## config.mk

```make
export PLATFORM = sky130hd
export DESIGN_NAME = vfcap_regs
export DESIGN_NICKNAME = d
export VERILOG_FILES = /design/src/rtl/vfcap_pkg.sv /design/src/rtl/vfcap_decode.sv /design/src/rtl/vfcap_ctrl.sv /design/src/rtl/vfcap_bar_bank.sv /design/src/rtl/vfcap_regs.sv
export SDC_FILE = /design/constraint.sdc
export NUM_CORES = 1
export LEC_CHECK = 0
export BUFFER_PORTS_ARGS = -buffer_cell sky130_fd_sc_hd__buf_2
export CAP_MARGIN = 10
export CORE_MARGIN = 2
export CORE_UTILIZATION = 43
export CTS_CLUSTER_DIAMETER = 60
export CTS_CLUSTER_SIZE = 30
export DETAILED_ROUTE_END_ITERATION = 12
export PLACE_DENSITY = 0.69
export SYNTH_ARGS = -nofsm -noshare
export SYNTH_HDL_FRONTEND = slang
export SYNTH_SLANG_ARGS = --single-unit
```

## constraint.sdc

```tcl
create_clock -name clk -period 2 [get_ports clk]
set_input_delay 0.4 -clock clk [delete_from_list [all_inputs] [get_ports clk]]
set_output_delay 0.4 -clock clk [all_outputs]
set_load 0.02 [all_outputs]
```

## src/rtl/vfcap_pkg.sv

```systemverilog
package vfcap_pkg;

   // dword indices inside the 64-byte capability window
   localparam logic [3:0] DW_HDR   = 4'd0;
   localparam logic [3:0] DW_CAPS  = 4'd1;
   localparam logic [3:0] DW_CTRL  = 4'd2;
   localparam logic [3:0] DW_VFCNT = 4'd3;
   localparam logic [3:0] DW_NUMVF = 4'd4;
   localparam logic [3:0] DW_ROUTE = 4'd5;
   localparam logic [3:0] DW_DEVID = 4'd6;
   localparam logic [3:0] DW_SUPPG = 4'd7;
   localparam logic [3:0] DW_SYSPG = 4'd8;
   localparam logic [3:0] DW_BAR0  = 4'd9;
   localparam logic [3:0] DW_MIGR  = 4'd15;

   localparam int NUM_BARS  = 6;
   localparam int WIN_BYTES = 64;

   localparam int CTL_VFE = 0;
   localparam int CTL_MSE = 3;
   localparam int CTL_ARI = 4;
   localparam logic [15:0] CTRL_WMASK = 16'((1 << CTL_VFE) | (1 << CTL_MSE) | (1 << CTL_ARI));

   localparam logic [15:0] CAP_ID     = 16'h0010;
   localparam logic [3:0]  CAP_VER    = 4'h1;
   localparam logic [15:0] SUP_PG_MIN = 16'h0553;

   typedef struct packed {
      logic        vld;
      logic        wr;
      logic [3:0]  dw;
      logic [31:0] wdata;
      logic [3:0]  be;
   } vfcap_req_t;

   // per-byte masked merge of write data into a stored value
   function automatic logic [31:0] be_merge(input logic [31:0] old_v,
                                            input logic [31:0] wd,
                                            input logic [3:0]  be,
                                            input logic [31:0] wmask);
      logic [31:0] res;
      res = old_v;
      for (int b = 0; b < 4; b++) begin
         if (be[b]) begin
            res[b*8 +: 8] = (old_v[b*8 +: 8] & ~wmask[b*8 +: 8]) |
                            (wd[b*8 +: 8] & wmask[b*8 +: 8]);
         end
      end
      return res;
   endfunction

endpackage

```

## src/rtl/vfcap_decode.sv

```systemverilog
module vfcap_decode
   import vfcap_pkg::*;
#(
   parameter int                ADDR_W   = 12,
   parameter logic [ADDR_W-1:0] CAP_BASE = 12'h160
) (
   input  logic              req_valid,
   input  logic              req_write,
   input  logic [ADDR_W-1:0] req_addr,
   input  logic [31:0]       req_wdata,
   input  logic [3:0]        req_be,
   output vfcap_req_t        req
);

   localparam logic [ADDR_W:0] WIN_END = {1'b0, CAP_BASE} + (ADDR_W+1)'(WIN_BYTES);

   logic hit;

   always_comb begin
      hit       = req_valid && (req_addr >= CAP_BASE) && ({1'b0, req_addr} < WIN_END);
      req.vld   = hit;
      req.wr    = req_write;
      req.dw    = req_addr[5:2] - CAP_BASE[5:2];
      req.wdata = req_wdata;
      req.be    = req_be;
   end

endmodule

```

## src/rtl/vfcap_ctrl.sv

```systemverilog
module vfcap_ctrl
   import vfcap_pkg::*;
#(
   parameter logic [15:0] SUP_PG = 16'h0553
) (
   input  logic        clk,
   input  logic        rst_n,
   input  vfcap_req_t  req,
   output logic [15:0] ctrl_q,
   output logic [15:0] numvf_q,
   output logic [15:0] syspg_q,
   output logic [15:0] act_cnt_q,
   output logic        en_pulse_q,
   output logic        dis_pulse_q
);

   logic        wr_ctrl, wr_num, wr_sys;
   logic [31:0] ctrl_nx, num_nx, sys_nx;
   logic        go_up, go_down;

   always_comb begin
      wr_ctrl = req.vld && req.wr && (req.dw == DW_CTRL);
      wr_num  = req.vld && req.wr && (req.dw == DW_NUMVF);
      wr_sys  = req.vld && req.wr && (req.dw == DW_SYSPG);
      ctrl_nx = be_merge({16'h0, ctrl_q},  req.wdata, req.be, {16'h0, CTRL_WMASK});
      num_nx  = be_merge({16'h0, numvf_q}, req.wdata, req.be, 32'h0000_FFFF);
      sys_nx  = be_merge({16'h0, syspg_q}, req.wdata, req.be, {16'h0, SUP_PG});
      go_up   = wr_ctrl && req.be[0] &&  req.wdata[CTL_VFE] && (act_cnt_q == 16'h0);
      go_down = wr_ctrl && req.be[0] && !req.wdata[CTL_VFE] && (act_cnt_q != 16'h0);
   end

   always_ff @(posedge clk) begin
      if (!rst_n) begin
         ctrl_q      <= 16'h0;
         numvf_q     <= 16'h0;
         syspg_q     <= 16'h0001;
         act_cnt_q   <= 16'h0;
         en_pulse_q  <= 1'b0;
         dis_pulse_q <= 1'b0;
      end else begin
         en_pulse_q  <= go_up;
         dis_pulse_q <= go_down;
         if (wr_ctrl) ctrl_q  <= ctrl_nx[15:0];
         if (wr_sys)  syspg_q <= sys_nx[15:0];
         if (go_up) begin
            act_cnt_q <= numvf_q;
         end else if (go_down) begin
            act_cnt_q <= 16'h0;
            numvf_q   <= 16'h0;
         end
         if (wr_num) numvf_q <= num_nx[15:0];
      end
   end

endmodule

```

## src/rtl/vfcap_bar_bank.sv

```systemverilog
module vfcap_bar_bank
   import vfcap_pkg::*;
#(
   parameter logic [NUM_BARS-1:0][3:0] BAR_TYPE = {4'h0, 4'h0, 4'h1, 4'h0, 4'h0, 4'hC},
   parameter logic [NUM_BARS-1:0][4:0] BAR_LOG2 = {5'd0, 5'd20, 5'd8, 5'd12, 5'd0, 5'd14}
) (
   input  logic                       clk,
   input  logic                       rst_n,
   input  vfcap_req_t                 req,
   output logic [NUM_BARS-1:0][31:0]  bar_rd
);

   for (genvar i = 0; i < NUM_BARS; i++) begin : g_bar
      localparam bit IS_UPPER = (i > 0) && (BAR_LOG2[(i > 0) ? i-1 : 0] != 5'd0) &&
                                !BAR_TYPE[(i > 0) ? i-1 : 0][0] &&
                                (BAR_TYPE[(i > 0) ? i-1 : 0][2:1] == 2'b10);
      localparam bit IS_IMPL  = (BAR_LOG2[i] != 5'd0);
      localparam bit IS_IO    = BAR_TYPE[i][0];
      localparam bit IS_64    = IS_IMPL && !IS_IO && (BAR_TYPE[i][2:1] == 2'b10);
      localparam logic [31:0] SIZE_M1 = (32'd1 << BAR_LOG2[i]) - 32'd1;
      localparam logic [31:0] WMASK   = IS_UPPER ? 32'hFFFF_FFFF :
                                        IS_IMPL  ? ~SIZE_M1 : 32'h0;
      localparam logic [31:0] TYPE_RD = (IS_IMPL && !IS_UPPER) ? {28'h0, BAR_TYPE[i]} : 32'h0;

      if (IS_IMPL && IS_IO && (BAR_LOG2[i] < 5'd2)) begin : g_bad_io
         $error("I/O VF BAR %0d must span at least 4 bytes", i);
      end
      if (IS_IMPL && !IS_IO && (BAR_LOG2[i] < 5'd4)) begin : g_bad_mem
         $error("memory VF BAR %0d must span at least 16 bytes", i);
      end
      if (IS_64 && (i == NUM_BARS-1)) begin : g_bad_64
         $error("64-bit VF BAR cannot start in the last slot");
      end
      if (IS_UPPER && IS_IMPL) begin : g_bad_upper
         $error("VF BAR %0d is the upper half of a 64-bit BAR and must have size 0", i);
      end

      logic [31:0] val_q;
      logic        hit;
      assign hit = req.vld && req.wr && (req.dw == DW_BAR0 + 4'(i));

      always_ff @(posedge clk) begin
         if (!rst_n) begin
            val_q <= 32'h0;
         end else if (hit) begin
            val_q <= be_merge(val_q, req.wdata, req.be, WMASK);
         end
      end

      assign bar_rd[i] = (val_q & WMASK) | TYPE_RD;
   end

endmodule

```

## src/rtl/vfcap_regs.sv

```systemverilog
module vfcap_regs
   import vfcap_pkg::*;
#(
   parameter int                       ADDR_W    = 12,
   parameter logic [ADDR_W-1:0]        CAP_BASE  = 12'h160,
   parameter logic [11:0]              NEXT_CAP  = 12'h000,
   parameter logic [15:0]              INIT_VFS  = 16'd8,
   parameter logic [15:0]              TOTAL_VFS = 16'd8,
   parameter logic [15:0]              FIRST_OFS = 16'd128,
   parameter logic [15:0]              VF_STRIDE = 16'd1,
   parameter logic [15:0]              VF_DEVID  = 16'h10CA,
   parameter logic [15:0]              SUP_PG    = 16'h0553,
   parameter logic [NUM_BARS-1:0][3:0] BAR_TYPE  = {4'h0, 4'h0, 4'h1, 4'h0, 4'h0, 4'hC},
   parameter logic [NUM_BARS-1:0][4:0] BAR_LOG2  = {5'd0, 5'd20, 5'd8, 5'd12, 5'd0, 5'd14}
) (
   input  logic              clk,
   input  logic              rst_n,
   input  logic              req_valid,
   input  logic              req_write,
   input  logic [ADDR_W-1:0] req_addr,
   input  logic [31:0]       req_wdata,
   input  logic [3:0]        req_be,
   output logic              rd_valid,
   output logic [31:0]       rd_data,
   output logic              vf_en_pulse,
   output logic              vf_dis_pulse,
   output logic [15:0]       vf_count
);

   if ((SUP_PG & SUP_PG_MIN) != SUP_PG_MIN) begin : g_bad_pg
      $error("supported page sizes must include the mandatory set");
   end
   if (INIT_VFS > TOTAL_VFS) begin : g_bad_cnt
      $error("initial VF count exceeds total VF count");
   end
   if (CAP_BASE[1:0] != 2'b00) begin : g_bad_base
      $error("capability base must be dword aligned");
   end
   if (ADDR_W < 7 || (int'(CAP_BASE) + WIN_BYTES) > (1 << ADDR_W)) begin : g_bad_win
      $error("capability window does not fit the address space");
   end

   vfcap_req_t                req;
   logic [15:0]               ctrl_q, numvf_q, syspg_q;
   logic [NUM_BARS-1:0][31:0] bar_rd;
   logic [31:0]               rd_mux;

   vfcap_decode #(.ADDR_W(ADDR_W), .CAP_BASE(CAP_BASE)) u_dec (
      .req_valid (req_valid),
      .req_write (req_write),
      .req_addr  (req_addr),
      .req_wdata (req_wdata),
      .req_be    (req_be),
      .req       (req)
   );

   vfcap_ctrl #(.SUP_PG(SUP_PG)) u_ctrl (
      .clk         (clk),
      .rst_n       (rst_n),
      .req         (req),
      .ctrl_q      (ctrl_q),
      .numvf_q     (numvf_q),
      .syspg_q     (syspg_q),
      .act_cnt_q   (vf_count),
      .en_pulse_q  (vf_en_pulse),
      .dis_pulse_q (vf_dis_pulse)
   );

   vfcap_bar_bank #(.BAR_TYPE(BAR_TYPE), .BAR_LOG2(BAR_LOG2)) u_bars (
      .clk    (clk),
      .rst_n  (rst_n),
      .req    (req),
      .bar_rd (bar_rd)
   );

   always_comb begin
      rd_mux = 32'h0;
      case (req.dw)
         DW_HDR:   rd_mux = {NEXT_CAP, CAP_VER, CAP_ID};
         DW_CAPS:  rd_mux = 32'h0;
         DW_CTRL:  rd_mux = {16'h0, ctrl_q};
         DW_VFCNT: rd_mux = {TOTAL_VFS, INIT_VFS};
         DW_NUMVF: rd_mux = {16'h0, numvf_q};
         DW_ROUTE: rd_mux = {VF_STRIDE, FIRST_OFS};
         DW_DEVID: rd_mux = {VF_DEVID, 16'h0};
         DW_SUPPG: rd_mux = {16'h0, SUP_PG};
         DW_SYSPG: rd_mux = {16'h0, syspg_q};
         DW_MIGR:  rd_mux = 32'h0;
         default: begin
            for (int i = 0; i < NUM_BARS; i++) begin
               if (req.dw == DW_BAR0 + 4'(i)) rd_mux = bar_rd[i];
            end
         end
      endcase
   end

   always_ff @(posedge clk) begin
      if (!rst_n) begin
         rd_valid <= 1'b0;
         rd_data  <= 32'h0;
      end else begin
         rd_valid <= req.vld && !req.wr;
         if (req.vld && !req.wr) rd_data <= rd_mux;
      end
   end

endmodule

```

==> results of run 1 <==
## per-stage QoR
step           power [uW]  worst slack [ps]  utilization  hold WS (ps)
2_1_floorplan        3991             259.9            -         432.5
3_3_place_gp         4273             37.24       0.5013         440.6
3_5_place_dp         4275             37.94       0.5013         444.9
4_1_cts              7583             335.9       0.5309         218.1
5_1_grt              7770             251.5       0.5309         231.7
6_report             7568             302.5       0.5311         226.1
## worst max-delay path, cell delays in order (launching register included)
cell       delay [ps]
dfxtp_1           330
nor4_1            490
and4_1            320
buf_12            200
o2111ai_1         170
nand3_1           120
## area by class of cell
| type | count | area, um^2 | area share |
|---|---|---|---|
| clock inverters | 11 | 127.6 | 0.01227 |
| inverters | 4 | 16.27 | 0.001563 |
| flip-flops and latches | 182 | 3643 | 0.3502 |
| diodes | 1 | 2.502 | 0.0002405 |
| multi-input cells | 731 | 4448 | 0.4275 |
| well taps | 265 | 331.6 | 0.03187 |
| clock buffers | 19 | 452.9 | 0.04354 |
| repair buffers | 189 | 1381 | 0.1328 |
## cells in the final DEF (no fill, tap or decap), types with 5 or more instances in the layout
cell type and n:
a21oi_1 142, a221oi_1 6, a22o_1 12, a22oi_1 11, a31oi_1 22, and2_1 8
and3_1 5, buf_12 17, buf_2 100, buf_4 72, clkbuf_16 17, dfxtp_1 182
mux2_2 5, mux2_4 8, mux2i_1 9, nand2_1 49, nand2b_1 11, nand3_1 141
nand4_1 14, nor2_1 39, nor2b_1 5, nor3b_1 6, nor4_1 5, o2111ai_1 19
o211a_1 5, o21ai_0 119, o21ai_1 6, o2bb2ai_1 7, o31ai_1 7
## synthesized netlist by cell type, types with 3 or more instances
master	n	share of area
a221o_1	4	0.0046
o2111ai_2	3	0.0052
mux2i_1	9	0.010
o21ai_1	6	0.0035
nor4b_4	3	0.0083
nor4_1	5	0.0036
dfxtp_1	182	0.42
and2_1	8	0.0058
nor3b_1	6	0.0052
mux2_2	5	0.0065
buf_4	13	0.011
a21oi_1	142	0.083
and3_1	5	0.0036
o21ai_0	119	0.069
nand4_1	14	0.010
a211oi_1	3	0.0026
and3b_1	3	0.0031
a22o_1	12	0.012
nor3_1	4	0.0023
buf_6	4	0.0052
a31oi_1	22	0.016
nand2_1	49	0.021
a222oi_1	3	0.0035
nor2_1	39	0.017
a221oi_1	6	0.0061
o211a_1	5	0.0058
mux2_4	8	0.014
nand2b_1	11	0.0080
clkbuf_1	57	0.025
nand3_1	141	0.082
inv_1	4	0.0017
a22oi_1	11	0.0096
o31ai_1	7	0.0061
o2bb2ai_1	7	0.0071
buf_1	4	0.0017
o32a_1	4	0.0046
and4_1	3	0.0031
nor2b_1	5	0.0036
buf_2	31	0.018
o2111ai_1	20	0.020
## worst min-delay path by stage
stage               slack (ps)                                     to  cells past startpoint
floorplan                  430          u_ctrl.ctrl_q[3]$_SDFFE_PN0N_                      2
global route               230  u_bars.g_bar[1].val_q[5]$_SDFFE_PN0P_                      3
global placement           440          u_ctrl.ctrl_q[0]$_SDFFE_PN0N_                      2
detailed placement         440               rd_data[30]$_SDFFE_PN0P_                      2
finish                     230  u_bars.g_bar[1].val_q[5]$_SDFFE_PN0P_                      3
CTS                        220  u_bars.g_bar[1].val_q[5]$_SDFFE_PN0P_                      3
## report_power, final
part           switching (uW)  internal (uW)
registers                2.95           3630
clock network            1460           1900
logic                     383            196
total                    1850           5720
## cell families after synthesis
group | after synthesis
DFF | 182
buffers and inverters | 113
AOI/OAI and AO/OA | 392
and+or+nand+nor | 315
xor gates and xnor gates | 2
muxes | 22
## flip-flops by register name (all words and copies together) (netlist names)
name                count
u_ctrl.ctrl_q           3
rd_data                32
u_ctrl.en_pulse_q       1
u_ctrl.act_cnt_q       16
u_ctrl.numvf_q         16
rd_valid                1
u_ctrl.syspg_q          6
u_bars.g_bar.val_q    106
u_ctrl.dis_pulse_q      1
## layer usage
layer	GRT usage	vias to the layer above	routed length [um]
li1	-	4028	-
met1	0.3600	4153	12500
met2	0.3938	344	12420
met3	0.04984	38	1880
met4	0.06667	0	443
met5	0	-	0
==> impl_metrics.tcl, run 1 <==
set metrics [dict create \
    outcome "finished clean" \
    p_leak_uw 0.003881 \
    die_area_um2 21180 \
    cts_buffers 17 \
    synth.avg_cell_area_um2 8.394 \
    rsz0062_at_grt "no" \
    drive_above_1_share 0.2271 \
    numClockSinks 182 \
    final_cells 1402 \
    hold_path.class "in2reg" \
    synth_nets 1078 \
    holdBufCountCts 0 \
    wl_per_cell_um 19.43 \
    vias 8563 \
    tritoncts "built" \
    viasPerCell 6.108 \
    r2r_slack_ps 300 \
    grt_max_degree 104 \
    nNetsFinal 1177 \
    cap_violations 0 \
    reg2reg_to "u_ctrl.numvf_q[9]$_SDFFE_PN0P_" \
    tightestPinTransition_ps 546.7 \
    grtUsageTotal 0.2532 \
    finalClockSkew_ps 8.980 \
    slew_headroom 0.6344 \
    core_area_um2 19590 \
    synth-edff-count 0 \
    grt_pass1_wl_um 43630 \
    critPathMaxFanout 34 \
    synth_xor_area_frac 0.002034 \
    fp.dieH_um 145.5 \
    yosysUniqueCellTypes 70 \
    synth_top_family_by_area "compound AO/OA/AOI/OAI gates" \
    cp-end-kind "flip-flop" \
    irDropWorstVdd_mv 0.4235 \
    firstDrtPassIters 5 \
    wirelength_um 27250 \
    r2r_cells 5 \
    fp.dieW_um 145.5 \
    fmaxAchievable_mhz 589.1 \
    power.density_nw_per_um2 727.5 \
    synth_compound_area_frac 0.2791 \
    synth_seq_cells 182 \
    cts_max_level 4 \
    synth_cells 1026 \
    synth_fa_ha_area_frac 0 \
    synthToLayoutAreaGrowth_pct 20.80 \
    ys.flop_type "dfxtp_1" \
    grt.overflow.total 0 \
    cts.path.max_buffers 2 \
    hpwl_um 18120 \
    cts_resized 0 \
    syn-cell-area_um2 8612 \
    crit_arrival_ps 2070 \
    rows 51 \
    dpl_cell_area_um2 9821 \
    n_fill_cell 1856 \
    ys_warn_count 0 \
    setup-violations-final 0 \
    clock_latency_ps 440 \
    cp.required_ps 2370 \
    worstSetupEndpoint "u_ctrl.numvf_q[9]$_SDFFE_PN0P_" \
    clk_pin_slew_worst_paths_ps 70 \
    min_from "req_wdata[5]" \
    path_class "reg2reg" \
    rr_startpoint "u_ctrl.act_cnt_q[4]$_SDFFE_PN0P_" \
    antenna_found_initial 1 \
    ios 103 \
    synthMuxAreaShare 0.03095 \
    drtIter0Drc 929 \
    dp.cells 1371 \
    stdcell_area_um2 10400 \
    cp-startpoint "u_ctrl.act_cnt_q[4]$_SDFFE_PN0P_" \
    post-route-period-util 0.8488 \
    grt_pass1_vias 7927 \
    startpoint_type "flip-flop" \
    portBuffers 100 \
    async_reset_ff_frac 0 \
    min_period_ps 1698 \
    synth_simple_gate_area_frac 0.2019 \
    drv_slew 0 \
    finalHoldViolCount 0 \
    finalSetupTns_ps 0 \
    cts_root_buf "clkbuf_16" \
    start_util 0.4396 \
    drc 0 \
    yosysSeqAreaShare 0.4231 \
    post_cts_buffers 0 \
    ant_nets 0 \
    gp_congestion 0.8118 \
]
Note: power is estimated with default switching activity, not from simulation.
==> run 2, diff against run 1 <==
- PLACE_DENSITY: 0.69 -> 0.71
- clock period: 2 -> 1.4 ns (I/O delays scaled with it)
==> run 2 against run 1 <==
Net effect:
- the flow now finishes with violations (setup timing)
- design area increased by 10%
- final cell count is 5.0% higher
- critical path depth up 1
- total power is 47% higher
- fmax rose by 16%
- worst setup slack got worse by 370 ps
- non-clock buffer count grew 70
- worst hold slack got worse by 110 ps
- critical path type unchanged
- critical endpoint is now u_ctrl.numvf_q[0]$_SDFFE_PN0P_
- highest routed layer unchanged
==> impl_metrics.tcl, run 2 (synthesized netlist as in run 1, its figures left out) <==
set metrics [dict create \
    outcome "finished, violations left" \
    violations "setup timing" \
    critPathMaxFanout 6 \
    rows 51 \
    finalSetupTns_ps -1633 \
    critPathMaxStageDelay_ps 340 \
    firstDrtPassIters 8 \
    viasPerCell 6.121 \
    drtIter0Drc 1079 \
    fmaxAchievable_mhz 682.1 \
    p_leak_uw 0.004317 \
    slowest_stage "dfxtp_2" \
    wirelength_um 29440 \
    worst_hold_slack_ps 114.3 \
    portBuffers 100 \
    mostFrequentLayoutCell "dfxtp_1" \
    cts_max_level 4 \
    hold_path.class "in2reg" \
    vias 9010 \
    grt_pass1_wl_um 45430 \
    clock_latency_ps 440 \
    ant_nets 0 \
    cap_violations 0 \
    cp_cell_sequence "nor4_4 -> buf_4 -> and4_4 -> buf_4 -> o2111ai_1 -> nand2_1" \
    drc 0 \
    clk_pin_slew_worst_paths_ps 70 \
    final_cell_mix "178 x dfxtp_1, 140 x a21oi_1, 125 x buf_4, 116 x o21ai_0, 104 x nand3_1" \
    core_area_um2 19590 \
    crit_arrival_ps 1850 \
    regMostFlops "u_bars.g_bar.val_q" \
    grtUsageTotal 0.2653 \
    grt.overflow.total 0 \
    numClockSinks 182 \
    setup-violations-final 33 \
    start_util 0.4396 \
    antenna_found_initial 0 \
    ios 103 \
    finalClockSkew_ps 7.761 \
    stdcell_area_um2 11470 \
    drive_above_1_share 0.3306 \
    die_area_um2 21180 \
    drv_slew 0 \
    reg_top3 "u_bars.g_bar.val_q x106, rd_data x32" \
    power.density_nw_per_um2 972.7 \
    irDropWorstVdd_mv 0.7341 \
    largest_register_ffs 106 \
    hpwl_um 19250 \
    final.setup.worst_slack_ps -65.97 \
    path_class "reg2reg" \
    synthToLayoutAreaGrowth_pct 33.20 \
    rsz0062_at_grt "yes" \
    post-route-period-util 1.047 \
    wl_per_cell_um 20.00 \
    nNetsFinal 1247 \
    cts.path.max_buffers 2 \
    gp_congestion 0.8731 \
    fp.dieH_um 145.5 \
    startpoint_type "flip-flop" \
    slew_headroom 0.6525 \
    grt_pass1_vias 8377 \
    holdBufCountCts 0 \
    crit_path_frequent_cell "buf_4" \
    grt_max_degree 70 \
    cts_root_buf "clkbuf_16" \
    tightestPinTransition_ps 519.7 \
    n_fill_cell 1698 \
    cp-end-kind "flip-flop" \
    tritoncts "built" \
    fp.dieW_um 145.5 \
    cp.required_ps 1790 \
    min_period_ps 1466 \
    finalHoldViolCount 0 \
    cts_buffers 17 \
    dpl_cell_area_um2 10580 \
    antennaDiodeCount 0 \
]
[run 2: cell types whose count changed in the layout (fill, tap and decap cells not counted), moves of 4 or more]
| cell | change |
|---|---|
| inv_6 | +4 |
| buf_6 | +8 |
| nor4_1 | -4 |
| o2111ai_1 | -9 |
| dfxtp_2 | +4 |
| buf_12 | +7 |
| dfxtp_1 | -4 |
| buf_4 | +53 |
| nand3_1 | -37 |
| nand3_2 | +37 |
| o2111ai_2 | +8 |
[run 2: path summary, 6_finish.rpt]
kind	start	to	slack, ps	cells after the start
worst min register to register	rd_data[30]$_SDFFE_PN0P_	rd_data[30]$_SDFFE_PN0P_	450	2
worst max register to register	u_ctrl.act_cnt_q[7]$_SDFFE_PN0P_	u_ctrl.numvf_q[0]$_SDFFE_PN0P_	-70	6
worst min-delay path	req_wdata[9]	u_ctrl.numvf_q[9]$_SDFFE_PN0P_	110	3
worst max-delay path	u_ctrl.act_cnt_q[7]$_SDFFE_PN0P_	u_ctrl.numvf_q[0]$_SDFFE_PN0P_	-70	6
[run 2: repair_timing]
action | 4_1_cts | 5_1_grt
pin swaps | 31 | 17
setup buffers | 0 | 2
setup endpoints to repair | 35 | 98
gates resized for setup | 20 | 26
gates cloned | 4 | 3
[run 2: worst max-delay path, delay by kind of cell, from the launching register on]
family / cells / cell delay (ps)
AND/OR/NAND/NOR: 3 / 630
AO/OA/AOI/OAI: 1 / 120
flip-flops: 1 / 340
buffers and inverters: 2 / 320
[run 2: per-stage QoR]
step | std cells | power (uW) | setup slack [ps] | util
6_report | 1472 | 11160 | -65.97 | 0.5856
5_1_grt | 1472 | 11440 | -158.4 | 0.5856
4_1_cts | 1467 | 11130 | -25.98 | 0.5761
3_5_place_dp | 1432 | 6234 | -457.8 | 0.5403
3_3_place_gp | 1432 | 6232 | -483.7 | 0.5403
2_1_floorplan | 1026 | 5740 | -167.3 | -
[run 2: area by class of cell]
type	count	area, um^2	area share
inverter	4	16.27	0.001418
clock buffer	17	425.4	0.03709
sequential	182	3649	0.3181
tap	265	331.6	0.02890
timing repair buffer	259	2062	0.1798
multi-input combinational	731	4813	0.4196
clock inverter	14	173.9	0.01516
[run 2: metal layers]
layer,global-route usage,vias up,wire (um)
met1,0.3590,4337,12580
met3,0.05893,60,2281
met2,0.4175,435,13820
li1,-,4178,-
met5,0,-,0
met4,0.09510,0,755
[run 2: power by group]
part           total [uW]  internal, uW  switching, uW
clock network        5000          2820           2170
registers            5180          5180           4.66
logic                 978           375            603
==> run 3, diff against run 2 <==
- SKIP_CTS_REPAIR_TIMING: not set -> 1
==> run 3 against run 2 <==
Net effect:
- the flow still finishes with violations (setup timing)
- core utilization fell by 0.61 points
- count of clock-buffer cells in the layout did not move
- register-to-register slack got worse by 20 ps
- combinational power fell by 0.4%
- critical path type unchanged
- worst setup slack got worse by 17 ps
- via count fell by 0.17%
- global-route usage fell by 0.32 points
==> impl_metrics.tcl, run 3 (synthesized netlist as in run 1, its figures left out) <==
set metrics [dict create \
    outcome "finished, violations left" \
    violations "setup timing" \
    cts_max_level 4 \
    stdcell_area_um2 11350 \
    total_power_uw 11160 \
    finalClockSkew_ps 7.637 \
    final_core_util 0.5794 \
    rsz0062_at_grt "yes" \
    startpoint_type "flip-flop" \
    drive_above_1_share 0.3162 \
    ant_nets 0 \
    reg_top3 "u_bars.g_bar.val_q x106, rd_data x32" \
    swShare 0.2492 \
    hpwl_um 19250 \
    cp-end-kind "flip-flop" \
    firstDrtPassIters 6 \
    wirelength_um 29250 \
    drv_slew 0 \
    grtUsageTotal 0.2621 \
    grt_max_degree 70 \
    power_frac_clock 0.448 \
    cts_buffers 17 \
    final_cell_mix "182 x dfxtp_1, 140 x a21oi_1, 126 x buf_4, 116 x o21ai_0, 104 x nand3_1" \
    antennaDiodeCount 0 \
    dp.cells 1432 \
    cp-startpoint "u_ctrl.act_cnt_q[1]$_SDFFE_PN0P_" \
    cts_root_buf "clkbuf_16" \
    irDropWorstVdd_mv 0.7301 \
    numClockSinks 182 \
    vias 8995 \
    min_from "req_wdata[5]" \
    comb_power_share 0.087 \
    die_area_um2 21180 \
    clk_pin_slew_worst_paths_ps 70 \
    largest_register_ffs 106 \
    crit_arrival_ps 1870 \
    cap_violations 0 \
    core_area_um2 19590 \
    slew_headroom 0.6585 \
    power.density_nw_per_um2 982.8 \
    viasPerCell 6.119 \
    mostFrequentLayoutCell "dfxtp_1" \
    post-route-period-util 1.059 \
    path_class "reg2reg" \
    fp.dieH_um 145.5 \
    cp.required_ps 1790 \
    regMostFlops "u_bars.g_bar.val_q" \
    wl_per_cell_um 19.90 \
    antenna_found_initial 0 \
    ios 103 \
    p_sw_uw 2779 \
    final.setup.worst_slack_ps -83.10 \
    grt_pass1_wl_um 44880 \
    tritoncts "built" \
    cts.path.max_buffers 2 \
    synthToLayoutAreaGrowth_pct 31.80 \
    final_cells 1470 \
    dpl_cell_area_um2 10580 \
    fp.dieW_um 145.5 \
    n_fill_cell 1720 \
    finalHoldViolCount 0 \
    seqPwrFrac 0.465 \
    rows 51 \
    p_leak_uw 0.004285 \
    portBuffers 100 \
    drtIter0Drc 1033 \
    grt.overflow.total 0 \
    place_ws_ps -457.8 \
    rr_startpoint "u_ctrl.act_cnt_q[1]$_SDFFE_PN0P_" \
    min_period_ps 1483 \
    clock_latency_ps 450 \
    gp_congestion 0.8731 \
    fmaxAchievable_mhz 674.3 \
    grt_pass1_vias 8263 \
    setup-violations-final 32 \
    hold_path.class "in2reg" \
    nNetsFinal 1245 \
    tightestPinTransition_ps 510.7 \
    drc 0 \
    intPower_uw 8376 \
    critPathMaxFanout 9 \
    start_util 0.4396 \
]
[run 3: cell types whose count changed in the layout (fill, tap and decap cells not counted), sizes merged]
cell  before  now
buf      256  254
[run 3: layout make-up]
class	instances	area (um^2)	share of cell area
Clock buffer	17	425.4	0.03748
Clock inverter	14	173.9	0.01532
Inverter	4	16.27	0.001433
Multi-Input combinational cell	731	4721	0.4159
Sequential cell	182	3643	0.3210
Tap cell	265	331.6	0.02921
Timing Repair Buffer	257	2039	0.1797
[run 3: path summary, 6_finish.rpt]
path	end	slack (ps)	cells after the start
min	u_bars.g_bar[1].val_q[5]$_SDFFE_PN0P_	120	3
max reg2reg	u_ctrl.numvf_q[1]$_SDFFE_PN0P_	-80	5
max	u_ctrl.numvf_q[1]$_SDFFE_PN0P_	-80	5
min reg2reg	rd_data[30]$_SDFFE_PN0P_	450	2
[run 3: critical path, cell delays in order, from the launching register on]
cell and delay, ps:
dfxtp_1 320, nor4_1 370, and4_4 350, buf_6 160, o2111ai_1 150, nand2_1 90
[run 3: power by group through the flow]
| stage | registers, uW | clock network (uW) | logic, uW |
|---|---|---|---|
| after floorplan | 5300 | 0 | 435 |
| after detailed placement | 5300 | 0 | 932 |
| after CTS | 5180 | 5010 | 939 |
| after global routing | 5180 | 5240 | 1020 |
| final | 5180 | 5000 | 974 |
| after global placement | 5300 | 0 | 930 |
[run 3: per-stage QoR]
stage,TNS [ps],hold slack (ps)
finish,-1578,115.8
global route,-5307,110.9
CTS,-1265,107.3
detailed placement,-60520,446.4
global placement,-55880,441.9
floorplan,-17830,410.8
[run 3: layer usage]
metal / global-route usage / up-vias / wire length [um]
met5: 0 / - / 0
met4: 0.09461 / 0 / 781
met3: 0.05925 / 61 / 2492
met2: 0.4095 / 432 / 13550
met1: 0.3563 / 4341 / 12430
li1: - / 4161 / -
